===== src/rtl/dfe_pkg.sv =====
// Shared sizing and types for the dual-mode DAC front end.
// Assumes CODE_W > SHORT_W and SHORT_W == 2 * BYTE_W.
package dfe_pkg;
    parameter int CODE_W  = 18;
    parameter int SHORT_W = 16;
    parameter int BYTE_W  = 8;

    // Source the second-rank latch takes on the next clock
    typedef enum logic [1:0] {
        SRC_HOLD   = 2'd0,
        SRC_RANK1  = 2'd1,
        SRC_BYPASS = 2'd2,
        SRC_CLEAR  = 2'd3
    } r2_src_e;
endpackage


===== src/rtl/dfe_strobe_det.sv =====
// Rising-edge detector for the load strobe.
// Assumes the strobe is already synchronous to clk.
// The previous sample resets low, so a strobe held high through reset fires once afterwards.
module dfe_strobe_det (
    input  logic clk,
    input  logic rst_n,
    input  logic strobe_in,
    output logic fire
);
    logic prev_q;

    // Remember the strobe level from the last clock
    always_ff @(posedge clk) begin
        if (!rst_n) prev_q <= 1'b0;
        else        prev_q <= strobe_in;
    end

    assign fire = strobe_in & ~prev_q;
endmodule


===== src/rtl/dfe_rank1.sv =====
// First-rank register. It loads serially (either order, long or short word)
// or by byte halves, and shows the next value so the second rank can follow it in the same clock.
// Assumes the short word sits left-aligned with PAD zero bits below it.
module dfe_rank1 #(
    parameter int CODE_W  = dfe_pkg::CODE_W,
    parameter int SHORT_W = dfe_pkg::SHORT_W,
    parameter int BYTE_W  = dfe_pkg::BYTE_W
) (
    input  logic              clk,
    input  logic              rst_n,
    input  logic              fire,
    input  logic              byte_mode,
    input  logic [BYTE_W-1:0] data_in,
    input  logic              hi_en,
    input  logic              lo_en,
    output logic [CODE_W-1:0] r1_next,
    output logic              ser_out
);
    localparam int PAD    = CODE_W - SHORT_W;
    localparam int HI_LSB = CODE_W - BYTE_W;
    localparam int LO_LSB = HI_LSB - BYTE_W;
    localparam logic [CODE_W-1:0] KEEP_MASK =
        ~((CODE_W'(1) << PAD) - CODE_W'(1));

    logic [CODE_W-1:0]  r1_q;
    logic [SHORT_W-1:0] win;
    logic               sin, msb_first, long_word;

    assign sin       = data_in[0];
    assign msb_first = data_in[1];
    assign long_word = data_in[2];

    // Next-state of the first rank for a strobe edge in either mode
    always_comb begin
        r1_next = r1_q;
        win     = r1_q[CODE_W-1:PAD];
        if (fire) begin
            if (!byte_mode) begin
                if (long_word) begin
                    r1_next = msb_first ? {r1_q[CODE_W-2:0], sin}
                                        : {sin, r1_q[CODE_W-1:1]};
                end else begin
                    win = msb_first ? {win[SHORT_W-2:0], sin}
                                    : {sin, win[SHORT_W-1:1]};
                    r1_next = '0;
                    r1_next[CODE_W-1:PAD] = win;
                end
            end else begin
                if (hi_en) r1_next[HI_LSB +: BYTE_W] = data_in;
                if (lo_en) r1_next[LO_LSB +: BYTE_W] = data_in;
                r1_next = r1_next & KEEP_MASK;
            end
        end
    end

    // Register the first rank
    always_ff @(posedge clk) begin
        if (!rst_n) r1_q <= '0;
        else        r1_q <= r1_next;
    end

    // Daisy tap: the bit the next shift will displace
    always_comb begin
        if (byte_mode)      ser_out = 1'b0;
        else if (msb_first) ser_out = r1_q[CODE_W-1];
        else if (long_word) ser_out = r1_q[0];
        else                ser_out = r1_q[PAD];
    end
endmodule


===== src/rtl/dfe_rank2.sv =====
// Second-rank DAC latch: clear first, then bypass, then transparent load.
// Load follows the first rank's next value, so the update lands in the same clock as the first rank.
module dfe_rank2 #(
    parameter int CODE_W = dfe_pkg::CODE_W
) (
    input  logic              clk,
    input  logic              rst_n,
    input  logic              clear_req,
    input  logic              clear_mid,
    input  logic              byp_en,
    input  logic [CODE_W-1:0] byp_code,
    input  logic              load_en,
    input  logic [CODE_W-1:0] r1_next,
    output logic [CODE_W-1:0] dac_code
);
    import dfe_pkg::*;

    localparam logic [CODE_W-1:0] MID_CODE = CODE_W'(1) << (CODE_W - 1);

    r2_src_e src;

    // Pick the source by priority
    always_comb begin
        if (clear_req)    src = SRC_CLEAR;
        else if (byp_en)  src = SRC_BYPASS;
        else if (load_en) src = SRC_RANK1;
        else              src = SRC_HOLD;
    end

    // Update the DAC latch from the chosen source
    always_ff @(posedge clk) begin
        if (!rst_n) begin
            dac_code <= '0;
        end else begin
            unique case (src)
                SRC_CLEAR:  dac_code <= clear_mid ? MID_CODE : '0;
                SRC_BYPASS: dac_code <= byp_code;
                SRC_RANK1:  dac_code <= r1_next;
                default:    dac_code <= dac_code;
            endcase
        end
    end
endmodule


===== src/rtl/dual_dac_front.sv =====
// Top of the dual-mode DAC input interface.
// Holds the strobe edge detector, the first rank (serial or byte loading) and the
// second-rank latch with clear and bypass. All controls except the strobe act on their level.
module dual_dac_front #(
    parameter int CODE_W  = dfe_pkg::CODE_W,
    parameter int SHORT_W = dfe_pkg::SHORT_W,
    parameter int BYTE_W  = dfe_pkg::BYTE_W
) (
    input  logic              clk,
    input  logic              rst_n,
    input  logic              byte_mode,
    input  logic [BYTE_W-1:0] data_in,
    input  logic              cs_strobe,
    input  logic              hi_en,
    input  logic              lo_en,
    input  logic              load_en,
    input  logic              clear_req,
    input  logic              byp_en,
    input  logic [CODE_W-1:0] byp_code,
    output logic [CODE_W-1:0] dac_code,
    output logic              ser_out
);
    logic              fire;
    logic [CODE_W-1:0] r1_next;

    dfe_strobe_det u_edge (
        .clk       (clk),
        .rst_n     (rst_n),
        .strobe_in (cs_strobe),
        .fire      (fire)
    );

    dfe_rank1 #(.CODE_W(CODE_W), .SHORT_W(SHORT_W), .BYTE_W(BYTE_W)) u_rank1 (
        .clk       (clk),
        .rst_n     (rst_n),
        .fire      (fire),
        .byte_mode (byte_mode),
        .data_in   (data_in),
        .hi_en     (hi_en),
        .lo_en     (lo_en),
        .r1_next   (r1_next),
        .ser_out   (ser_out)
    );

    dfe_rank2 #(.CODE_W(CODE_W)) u_rank2 (
        .clk       (clk),
        .rst_n     (rst_n),
        .clear_req (clear_req),
        .clear_mid (lo_en),
        .byp_en    (byp_en),
        .byp_code  (byp_code),
        .load_en   (load_en),
        .r1_next   (r1_next),
        .dac_code  (dac_code)
    );
endmodule


===== config.mk =====
export PLATFORM = sky130hd
export DESIGN_NAME = dual_dac_front
export DESIGN_NICKNAME = d
export VERILOG_FILES = /design/src/rtl/dfe_pkg.sv /design/src/rtl/dfe_strobe_det.sv /design/src/rtl/dfe_rank1.sv /design/src/rtl/dfe_rank2.sv /design/src/rtl/dual_dac_front.sv
export SDC_FILE = /design/constraint.sdc
export NUM_CORES = 1
export LEC_CHECK = 0
export BUFFER_PORTS_ARGS = -buffer_cell sky130_fd_sc_hd__clkbuf_2
export CORE_MARGIN = 4
export CORE_UTILIZATION = 56
export CTS_CLUSTER_DIAMETER = 150
export CTS_CLUSTER_SIZE = 24
export DETAILED_ROUTE_END_ITERATION = 7
export HOLD_SLACK_MARGIN = 0.03
export PLACE_DENSITY = 0.84
export SYNTH_ARGS = -nofsm -noshare
export SYNTH_HDL_FRONTEND = slang
export SYNTH_SLANG_ARGS = --single-unit

===== constraint.sdc =====
create_clock -name clk -period 2.77 [get_ports clk]
set_input_delay 0.4155 -clock clk [delete_from_list [all_inputs] [get_ports clk]]
set_output_delay 0.4155 -clock clk [all_outputs]
set_load 0.01 [all_outputs]

==> results.sh, run 1 <==
export IMPL_cp_slowest_cell="nand2b_1"
export IMPL_io_pins=54
export IMPL_cts_tree="yes"
export IMPL_finalHoldViolCount=0
export IMPL_critPathKind="register to register"
export IMPL_grt_max_degree=38
export IMPL_cts_resized=0
export IMPL_slew_headroom_pct=48.8
export IMPL_antenna_found_initial=0
export IMPL_n_antenna_cell=0
export IMPL_dp_cells=323
export IMPL_crit_family="compound AO/OA/AOI/OAI gates"
export IMPL_p_leak_uw=0.00106
export IMPL_firstDrtPassIters=4
export IMPL_cts_max_level=2
export IMPL_synthesis_yosys_warnings=0
export IMPL_path_max_fanout=19
export IMPL_p_per_area_nw_per_um2=520
export IMPL_grt_ovfl_total=0
export IMPL_clockBufferDepth=2
export IMPL_synthToLayoutAreaGrowth_pct=16.9
export IMPL_holdBufCountCts=0
export IMPL_synth_top_area_share_pct=35.8
export IMPL_coreArea_um2=3440
export IMPL_cts_root_buf="clkbuf_8"
export IMPL_dr_first_iter_drc_count=237
export IMPL_grt_pass1_vias=1768
export IMPL_clkTransAtPathRegs_ns=0.08
export IMPL_rsz0062_at_grt="no"
export IMPL_syn_area_um2=2070
export IMPL_wl_per_cell_um=15.5
export IMPL_synth_area_top_cells="dfxtp_1, mux2i_1, nand2_1"
export IMPL_tightestPinTransition_ns=0.767
export IMPL_power_uw=1260
export IMPL_critPathBufInv=0
export IMPL_place_hpwl_um=3750
export IMPL_ys_types=37
export IMPL_final_min_clock_period_ns=1.90
export IMPL_start_kind="register"
export IMPL_synthFlopType="dfxtp_1"
export IMPL_fin_worst_skew_ns=0.00471
export IMPL_initial_utilization_pct=60.1
export IMPL_clock_latency_ns=0.29
export IMPL_drc=0
export IMPL_cp_cell_sequence="nand2b_1 > o22ai_1 > a221o_1 > a22o_1"
export IMPL_portBuffers=53
export IMPL_pre_cts_ws_ns=0.642
export IMPL_synth_nets=280
export IMPL_ir_drop_mv=0.530
export IMPL_setup_tns_final_ns=0
export IMPL_async_flop_share_pct=0
export IMPL_cap_violations=0
export IMPL_synth_area_leader_cell="dfxtp_1"
export IMPL_antenna_left=0
export IMPL_cts_buffers=5
export IMPL_gp_congestion=0.863
export IMPL_max_freq_mhz=527
export IMPL_worstSetupEndpointType="register"
export IMPL_final_cells=331
export IMPL_post_cts_buffers=0
export IMPL_cts_sinks=37
export IMPL_synthCells=242
export IMPL_required_ns=2.96
export IMPL_setup_viol_count_final=0
export IMPL_yosysSeqAreaShare_pct=35.8
export IMPL_rows=21
export IMPL_wl_um=5120
export IMPL_syn_area_per_cell_um2=8.55
export IMPL_status="complete, no violations"
export IMPL_fp_dieW_um=68.8
export IMPL_die_y_um=68.8
export IMPL_worst_slack_ns=0.872
export IMPL_grt_pass1_wl_um=8340
export IMPL_drive_gt1_share_pct=23.2
export IMPL_hp_class="primary input to register"
export IMPL_period_share_pct=68.5
export IMPL_slowest_delay_ns=0.62
export IMPL_track_usage_pct=23.9
export IMPL_vias_per_cell=5.79
export IMPL_final_nets=322
export IMPL_synth_seq_cells=37
export IMPL_critPathArrivalTime_ns=2.09
export IMPL_die_area_um2=4730
export IMPL_via_count=1917
export IMPL_synth_edf_count=0
export IMPL_drv_slew=0
## through the flow
| stage | instance area (um^2) | hold WS (ns) | utilization [%] |
|---|---|---|---|
| global route | 2420 | 0.395 | 70.3 |
| finish | 2420 | 0.386 | 70.3 |
| global placement | 2300 | 0.529 | 66.8 |
| floorplan | 2070 | 0.520 | - |
| detailed placement | 2300 | 0.523 | 66.8 |
| CTS | 2420 | 0.378 | 70.3 |
## layer usage
| metal | GRT usage [%] | wire, um |
|---|---|---|
| met1 | 33.3 | 2450 |
| met2 | 35.4 | 2240 |
| met3 | 4.05 | 338 |
| met4 | 11.9 | 88 |
| met5 | 0 | 0 |
## kinds of logic (layout without fill, tap and decap cells)
family,Yosys count,in the layout,share of synthesized area (%)
compound gates,87,87,30.0
fa+ha+maj,3,3,1.81
buf+inv,28,71,6.71
flops,37,37,35.8
mux,19,19,9.19
simple gates,68,68,16.4
## layout by cell type (no fill, tap or decap), types with 3 or more instances in the layout
master	instances
o2bb2ai_1	10
a221oi_1	3
a21o_1	6
nand2_1	31
mux2i_1	19
a21boi_1	5
a21boi_0	7
and2_1	12
a211oi_1	12
inv_1	6
a22o_1	7
clkbuf_8	6
ha_1	3
a21oi_1	11
o21ai_1	3
nor2_1	6
nor2b_1	8
dfxtp_1	37
clkbuf_2	53
o21ai_0	16
## flip-flops by register name, summed over array words and instances (netlist names)
signal and flops:
u_edge.prev_q 1, u_rank2.dac_code 18, u_rank1.r1_q 18
## worst paths after layout
| check | start | endpoint | slack, ns | cells past startpoint |
|---|---|---|---|---|
| worst min-delay path | cs_strobe | u_edge.prev_q | 0.39 | 2 |
| worst max-delay path | u_edge.prev_q | u_rank2.dac_code[2] | 0.87 | 4 |
| worst max register to register | u_edge.prev_q | u_rank2.dac_code[2] | 0.87 | 4 |
| worst min register to register | u_rank2.dac_code[17] | u_rank2.dac_code[17] | 0.53 | 2 |
## layout make-up
type	count	area [um^2]
sequential	37	741
fill	286	1020
clock buffer	6	82.6
multi-input combinational	177	1190
clock inverter	2	37.5
inverter	8	30.0
tap	46	57.6
timing repair buffer	55	280
## cell usage after synthesis, types with 7 or more instances
| cell | count |
|---|---|
| clkbuf_1 | 9 |
| nor2b_1 | 8 |
| o2bb2ai_1 | 10 |
| a22o_1 | 7 |
| nand2_1 | 31 |
| dfxtp_1 | 37 |
| a21boi_0 | 7 |
| mux2i_1 | 19 |
| and2_1 | 12 |
| o21ai_0 | 16 |
| a211oi_1 | 12 |
| a21oi_1 | 11 |
## power by group
part           leakage (uW)  internal (uW)  switching, uW
logic              0.000696           82.4            112
clock network     0.0000574            293            200
registers          0.000301            554           17.6
total               0.00106            929            329
## worst reg2reg max path: stages, from the launching register on
cell      delay (ns)
dfxtp_1         0.36
nand2b_1        0.62
o22ai_1         0.22
a221o_1         0.39
a22o_1          0.22
Note: power is estimated with default switching activity, not from simulation.
==> run 2, diff against run 1 <==
Settings changed: ABC_AREA from default to 1, CORE_UTILIZATION 56 to 54, PLACE_DENSITY 0.84 to 0.8.
Clock period 2.77 ns to 1.9 ns, I/O delays scaled along.
==> results.sh, run 2 <==
export IMPL_hp_class="primary input to register"
export IMPL_tightestPinTransition_ns=0.986
export IMPL_p_leak_uw=0.00139
export IMPL_antenna_left=0
export IMPL_n_antenna_cell=0
export IMPL_clockPowerShare_pct=36.1
export IMPL_final_cell_area_um2=2650
export IMPL_track_usage_pct=23.0
export IMPL_fp_dieW_um=72.7
export IMPL_gp_congestion=0.855
export IMPL_reg2reg_from="u_edge.prev_q"
export IMPL_synthCells=378
export IMPL_synth_edf_count=0
export IMPL_yosysSeqAreaShare_pct=32.8
export IMPL_synth_compound_area_share_pct=11.3
export IMPL_final_nets=460
export IMPL_critPathArrivalTime_ns=1.73
export IMPL_synthSimpleGateAreaFrac_pct=43.1
export IMPL_post_cts_buffers=0
export IMPL_syn_area_per_cell_um2=5.98
export IMPL_synth_most_common_cell="nand2_1"
export IMPL_drive_gt1_share_pct=17.7
export IMPL_worst_slack_ns=0.371
export IMPL_status="complete, no violations"
export IMPL_clkTransAtPathRegs_ns=0.08
export IMPL_synthToLayoutAreaGrowth_pct=17.1
export IMPL_final_min_clock_period_ns=1.53
export IMPL_async_flop_share_pct=0
export IMPL_synth_top_family_by_area="simple AND/OR/NAND/NOR gates"
export IMPL_power_uw=1960
export IMPL_cts_root_buf="clkbuf_8"
export IMPL_synth_fa_ha_area_share_pct=1.66
export IMPL_place_hpwl_um=4210
export IMPL_via_count=2485
export IMPL_setup_tns_final_ns=0
export IMPL_ys_types=19
export IMPL_net_switching_power_uw=599
export IMPL_required_ns=2.10
export IMPL_vias_per_cell=5.25
export IMPL_p_sw_share_pct=30.6
export IMPL_yosys_area_share_xor_xnor_pct=0
export IMPL_max_freq_mhz=654
export IMPL_worstSetupEndpointType="register"
export IMPL_cts_tree="yes"
export IMPL_placed_area_um2=2530
export IMPL_grt_ovfl_total=0
export IMPL_top_regs="u_rank1.r1_q x18, u_rank2.dac_code x18, u_edge.prev_q x1"
export IMPL_hold_worst_slack_ns=0.202
export IMPL_synth_area_top_cells="dfxtp_1, nand2_1, nand3_1"
export IMPL_layout_common_cells="nand2_1, clkbuf_2, nand3_1"
export IMPL_period_share_pct=80.5
export IMPL_synth_seq_cells=37
export IMPL_rsz0062_at_grt="no"
export IMPL_die_y_um=72.7
export IMPL_fill_cells=393
export IMPL_start_kind="primary input"
export IMPL_setup_viol_count_final=0
export IMPL_pre_cts_ws_ns=0.104
export IMPL_firstDrtPassIters=5
export IMPL_drc=0
export IMPL_holdBufCountCts=0
export IMPL_ys_top_cells_by_count="nand2_1, nand3_1, dfxtp_1"
export IMPL_grt_pass1_vias=2230
export IMPL_cap_violations=0
export IMPL_crit_path_start="byp_en"
export IMPL_fin_worst_skew_ns=0.00173
export IMPL_clockBufferDepth=2
export IMPL_synth_nets=416
export IMPL_layout_commonest_cell="nand2_1"
export IMPL_rows=23
export IMPL_seqPwrFrac_pct=43.0
export IMPL_synth_top_area_share_pct=32.8
export IMPL_dr_first_iter_drc_count=234
export IMPL_grt_max_degree=36
export IMPL_path_max_fanout=17
export IMPL_finalHoldViolCount=0
export IMPL_cts_buffers=5
export IMPL_portBuffers=53
export IMPL_p_comb_share_pct=20.9
export IMPL_io_pins=54
export IMPL_internal_power_uw=1360
export IMPL_wl_um=5890
export IMPL_slew_headroom_pct=33.9
export IMPL_critPathKind="primary input to register"
export IMPL_synthFlopType="dfxtp_1"
export IMPL_ir_drop_mv=0.571
export IMPL_synth_area_leader_cell="dfxtp_1"
export IMPL_cts_max_level=2
export IMPL_antenna_found_initial=0
export IMPL_synthMuxAreaShare_pct=0
export IMPL_cts_sinks=37
export IMPL_p_per_area_nw_per_um2=739
export IMPL_syn_area_um2=2260
export IMPL_wl_per_cell_um=12.5
export IMPL_clock_latency_ns=0.29
export IMPL_grt_pass1_wl_um=9810
export IMPL_initial_utilization_pct=56.1
export IMPL_cts_resized=0
export IMPL_synthesis_yosys_warnings=0
export IMPL_die_area_um2=5280
export IMPL_worst_hold_startpoint="rst_n"
export IMPL_drv_slew=0
export IMPL_coreArea_um2=4030
[run 2: cell count changes after synthesis, moves of 12 or more]
cell / before / now
mux2i_1: 19 / 0
inv_1: 6 / 31
and2_1: 12 / 0
a21oi_1: 11 / 24
nand2_1: 31 / 163
a211oi_1: 12 / 0
o211ai_1: 0 / 14
nand3_1: 2 / 52
[run 2: logic make-up after synthesis]
family / after synthesis
and+or+nand+nor: 235
buffers and inverters: 59
AOI/OAI and AO/OA: 44
DFF: 37
adders and majority gates: 3
[run 2: routing by layer]
metal / routed length [um] / global-route usage [%] / share of wire (%) / vias to the layer above
met5: 0 / 0 / 0 / -
met2: 2670 / 36.2 / 45 / 98
met3: 392 / 4.27 / 6.7 / 13
li1: - / - / - / 1279
met4: 85 / 6.76 / 1.4 / 0
met1: 2740 / 32.2 / 46 / 1095
[run 2: power groups by stage]
| stage | Clock, uW | Sequential (uW) | Combinational, uW |
|---|---|---|---|
| 5_1_grt | 748 | 846 | 467 |
| 3_5_place_dp | 0 | 859 | 403 |
| 2_1_floorplan | 0 | 862 | 288 |
| 4_1_cts | 716 | 841 | 406 |
| 6_report | 706 | 842 | 409 |
| 3_3_place_gp | 0 | 859 | 396 |
[run 2: stage by stage]
| stage | util (%) | std cells |
|---|---|---|
| after floorplan | - | 378 |
| after global placement | 62.8 | 465 |
| after detailed placement | 62.8 | 465 |
| after CTS | 65.7 | 473 |
| after global routing | 65.7 | 473 |
| final | 65.7 | 473 |
[run 2: worst paths after layout]
check	end	slack, ns	cells after the start
min reg2reg	u_rank2.dac_code[16]	0.47	2
min	u_edge.prev_q	0.20	3
max	u_rank2.dac_code[4]	0.37	8
max reg2reg	u_rank2.dac_code[0]	0.49	8
[run 2: area by class of cell]
class,count,area [um^2],share of cell area (%)
clock buffer,5,68.8,2.60
inverter,37,139,5.25
multi-input combinational,282,1270,47.8
sequential,37,741,28.0
tap,50,62.6,2.36
clock inverter,3,46.3,1.75
timing repair buffer,59,323,12.2
[run 2: worst max-delay path, stage by stage]
cell      delay, ns
clkbuf_2       0.09
inv_1          0.03
a21oi_1        0.26
ha_1           0.21
inv_1          0.06
nor2_2         0.50
nand2_1        0.14
a21oi_1        0.15
==> run 3, diff against run 2 <==
Settings changed: ABC_AREA 1 to 0, CORE_UTILIZATION 54 to 47, PLACE_DENSITY 0.8 to 0.75.
Clock period 1.9 ns to 1.3 ns, I/O delays scaled along.
==> results.sh, run 3 (same netlist as run 1, synthesis figures left out) <==
export IMPL_status="finished, violations left"
export IMPL_violations="setup timing"
export IMPL_portBuffers=53
export IMPL_clock_latency_ns=0.29
export IMPL_worst_path_stages=5
export IMPL_rsz0062_at_grt="yes"
export IMPL_critPathKind="register to register"
export IMPL_min_path_cells=3
export IMPL_slowest_delay_ns=0.34
export IMPL_final_cell_area_um2=2880
export IMPL_firstDrtPassIters=4
export IMPL_slew_headroom_pct=78.6
export IMPL_via_count=2086
export IMPL_finalHoldViolCount=0
export IMPL_p_leak_uw=0.00123
export IMPL_dr_first_iter_drc_count=153
export IMPL_net_switching_power_uw=736
export IMPL_drive_gt1_share_pct=41.9
export IMPL_cts_buffers=5
export IMPL_wl_met2_um=2810
export IMPL_io_pins=54
export IMPL_critPathBufInv=1
export IMPL_regArea_um2=747
export IMPL_grt_pass1_vias=1934
export IMPL_hp_class="primary input to register"
export IMPL_fp_dieW_um=74.4
export IMPL_placed_area_um2=2610
export IMPL_wl_met3_um=319
export IMPL_m1WireLength_um=2600
export IMPL_final_nets=353
export IMPL_initial_utilization_pct=50.3
export IMPL_antenna_left=0
export IMPL_p_comb_share_pct=22.2
export IMPL_rows=23
export IMPL_grt_ovfl_total=0
export IMPL_grt_max_degree=21
export IMPL_p_sw_share_pct=28.2
export IMPL_antenna_found_initial=0
export IMPL_wl_um=5870
export IMPL_gp_congestion=0.881
export IMPL_place_hpwl_um=4100
export IMPL_cp_cell_sequence="and2b_2 > and3_4 > a221oi_2 > buf_4 > o2bb2ai_2"
export IMPL_pre_cts_ws_ns=-0.198
export IMPL_seqPwrFrac_pct=46.7
export IMPL_internal_power_uw=1880
export IMPL_final_min_clock_period_ns=1.36
export IMPL_die_y_um=74.4
export IMPL_grt_pass1_wl_um=9140
export IMPL_crit_family="simple AND/OR/NAND/NOR gates"
export IMPL_clkTransAtPathRegs_ns=0.08
export IMPL_drc=0
export IMPL_n_antenna_cell=0
export IMPL_cts_tree="yes"
export IMPL_coreArea_um2=4120
export IMPL_path_max_fanout=4
export IMPL_worstSetupEndpointType="register"
export IMPL_clockBufferDepth=2
export IMPL_wl_per_cell_um=16.1
export IMPL_cts_root_buf="clkbuf_8"
export IMPL_layout_common_cells="clkbuf_2, dfxtp_1, nand2_1"
export IMPL_period_share_pct=105
export IMPL_cap_violations=0
export IMPL_cp_slowest_cell="dfxtp_2"
export IMPL_max_freq_mhz=735
export IMPL_track_usage_pct=21.4
export IMPL_synthToLayoutAreaGrowth_pct=39.3
export IMPL_multiInputGateArea_um2=1400
export IMPL_fin_worst_skew_ns=0.0100
export IMPL_critPathArrivalTime_ns=1.55
export IMPL_start_kind="register"
export IMPL_die_area_um2=5530
export IMPL_routed_top_layer="met4"
export IMPL_top_regs="u_rank1.r1_q x18, u_rank2.dac_code x18, u_edge.prev_q x1"
export IMPL_fill_cells=315
export IMPL_cts_max_level=2
export IMPL_setup_viol_count_final=11
export IMPL_clockPowerShare_pct=31.1
export IMPL_worst_slack_ns=-0.0608
export IMPL_reg2regPathDepth=5
export IMPL_p_per_area_nw_per_um2=907
export IMPL_vias_per_cell=5.72
export IMPL_drv_slew=0
export IMPL_required_ns=1.49
export IMPL_cts_sinks=37
export IMPL_tightestPinTransition_ns=0.312
export IMPL_layout_commonest_cell="clkbuf_2"
export IMPL_ir_drop_mv=0.699
run 3: cell type report:
type                       instances  area share (%)
clock buffer                       6            2.86
clock inverter                     1           0.260
inverter                           8            1.13
multi-input combinational        177            48.4
sequential                        37            25.9
tap                               50            2.17
timing repair buffer              86            19.2
run 3: routing by layer:
metal | GRT usage (%) | vias to the layer above
met5 | 0 | -
met4 | 8.10 | 0
met3 | 4.19 | 13
met2 | 34.3 | 65
met1 | 28.7 | 988
li1 | - | 1020
run 3: what timing repair did:
action / 4_1_cts / 5_1_grt
resized for setup: 19 / 13
setup buffers: 3 / 0
pin swaps: 5 / 10
hold buffers: 0 / 0
hold endpoints to repair: 0 / 0
endpoints found under the setup margin: 31 / 29
run 3: tightest hold or removal path: stages:
cell and delay (ns):
clkbuf_2 0.09, a221oi_2 0.05, a21oi_1 0.11
run 3: path summary, 6_finish.rpt:
| kind | start | endpoint | slack (ns) |
|---|---|---|---|
| worst max-delay path | u_edge.prev_q | u_rank2.dac_code[3] | -0.06 |
| worst min-delay path | byp_code[17] | u_rank2.dac_code[17] | 0.19 |
| worst max register to register | u_edge.prev_q | u_rank2.dac_code[3] | -0.06 |
| worst min register to register | u_rank2.dac_code[17] | u_rank2.dac_code[17] | 0.53 |
run 3: power by group through the flow:
stage | Clock, uW | Combinational [uW] | Sequential [uW]
after global placement | 0 | 501 | 1240
final | 813 | 580 | 1220
after floorplan | 0 | 304 | 1240
after detailed placement | 0 | 510 | 1240
after CTS | 821 | 547 | 1220
after global routing | 875 | 625 | 1230
run 3: per-stage QoR:
| stage | hold WS [ns] | TNS [ns] | utilization (%) | total power [uW] | cells |
|---|---|---|---|---|---|
| final | 0.189 | -0.335 | 70.1 | 2620 | 365 |
| after global routing | 0.207 | -1.04 | 70.1 | 2730 | 365 |
| after CTS | 0.203 | -0.0564 | 68.3 | 2590 | 365 |
| after detailed placement | 0.508 | -3.22 | 63.4 | 1750 | 355 |
| after global placement | 0.497 | -2.33 | 63.4 | 1740 | 355 |
| after floorplan | 0.322 | -0.0951 | - | 1550 | 242 |
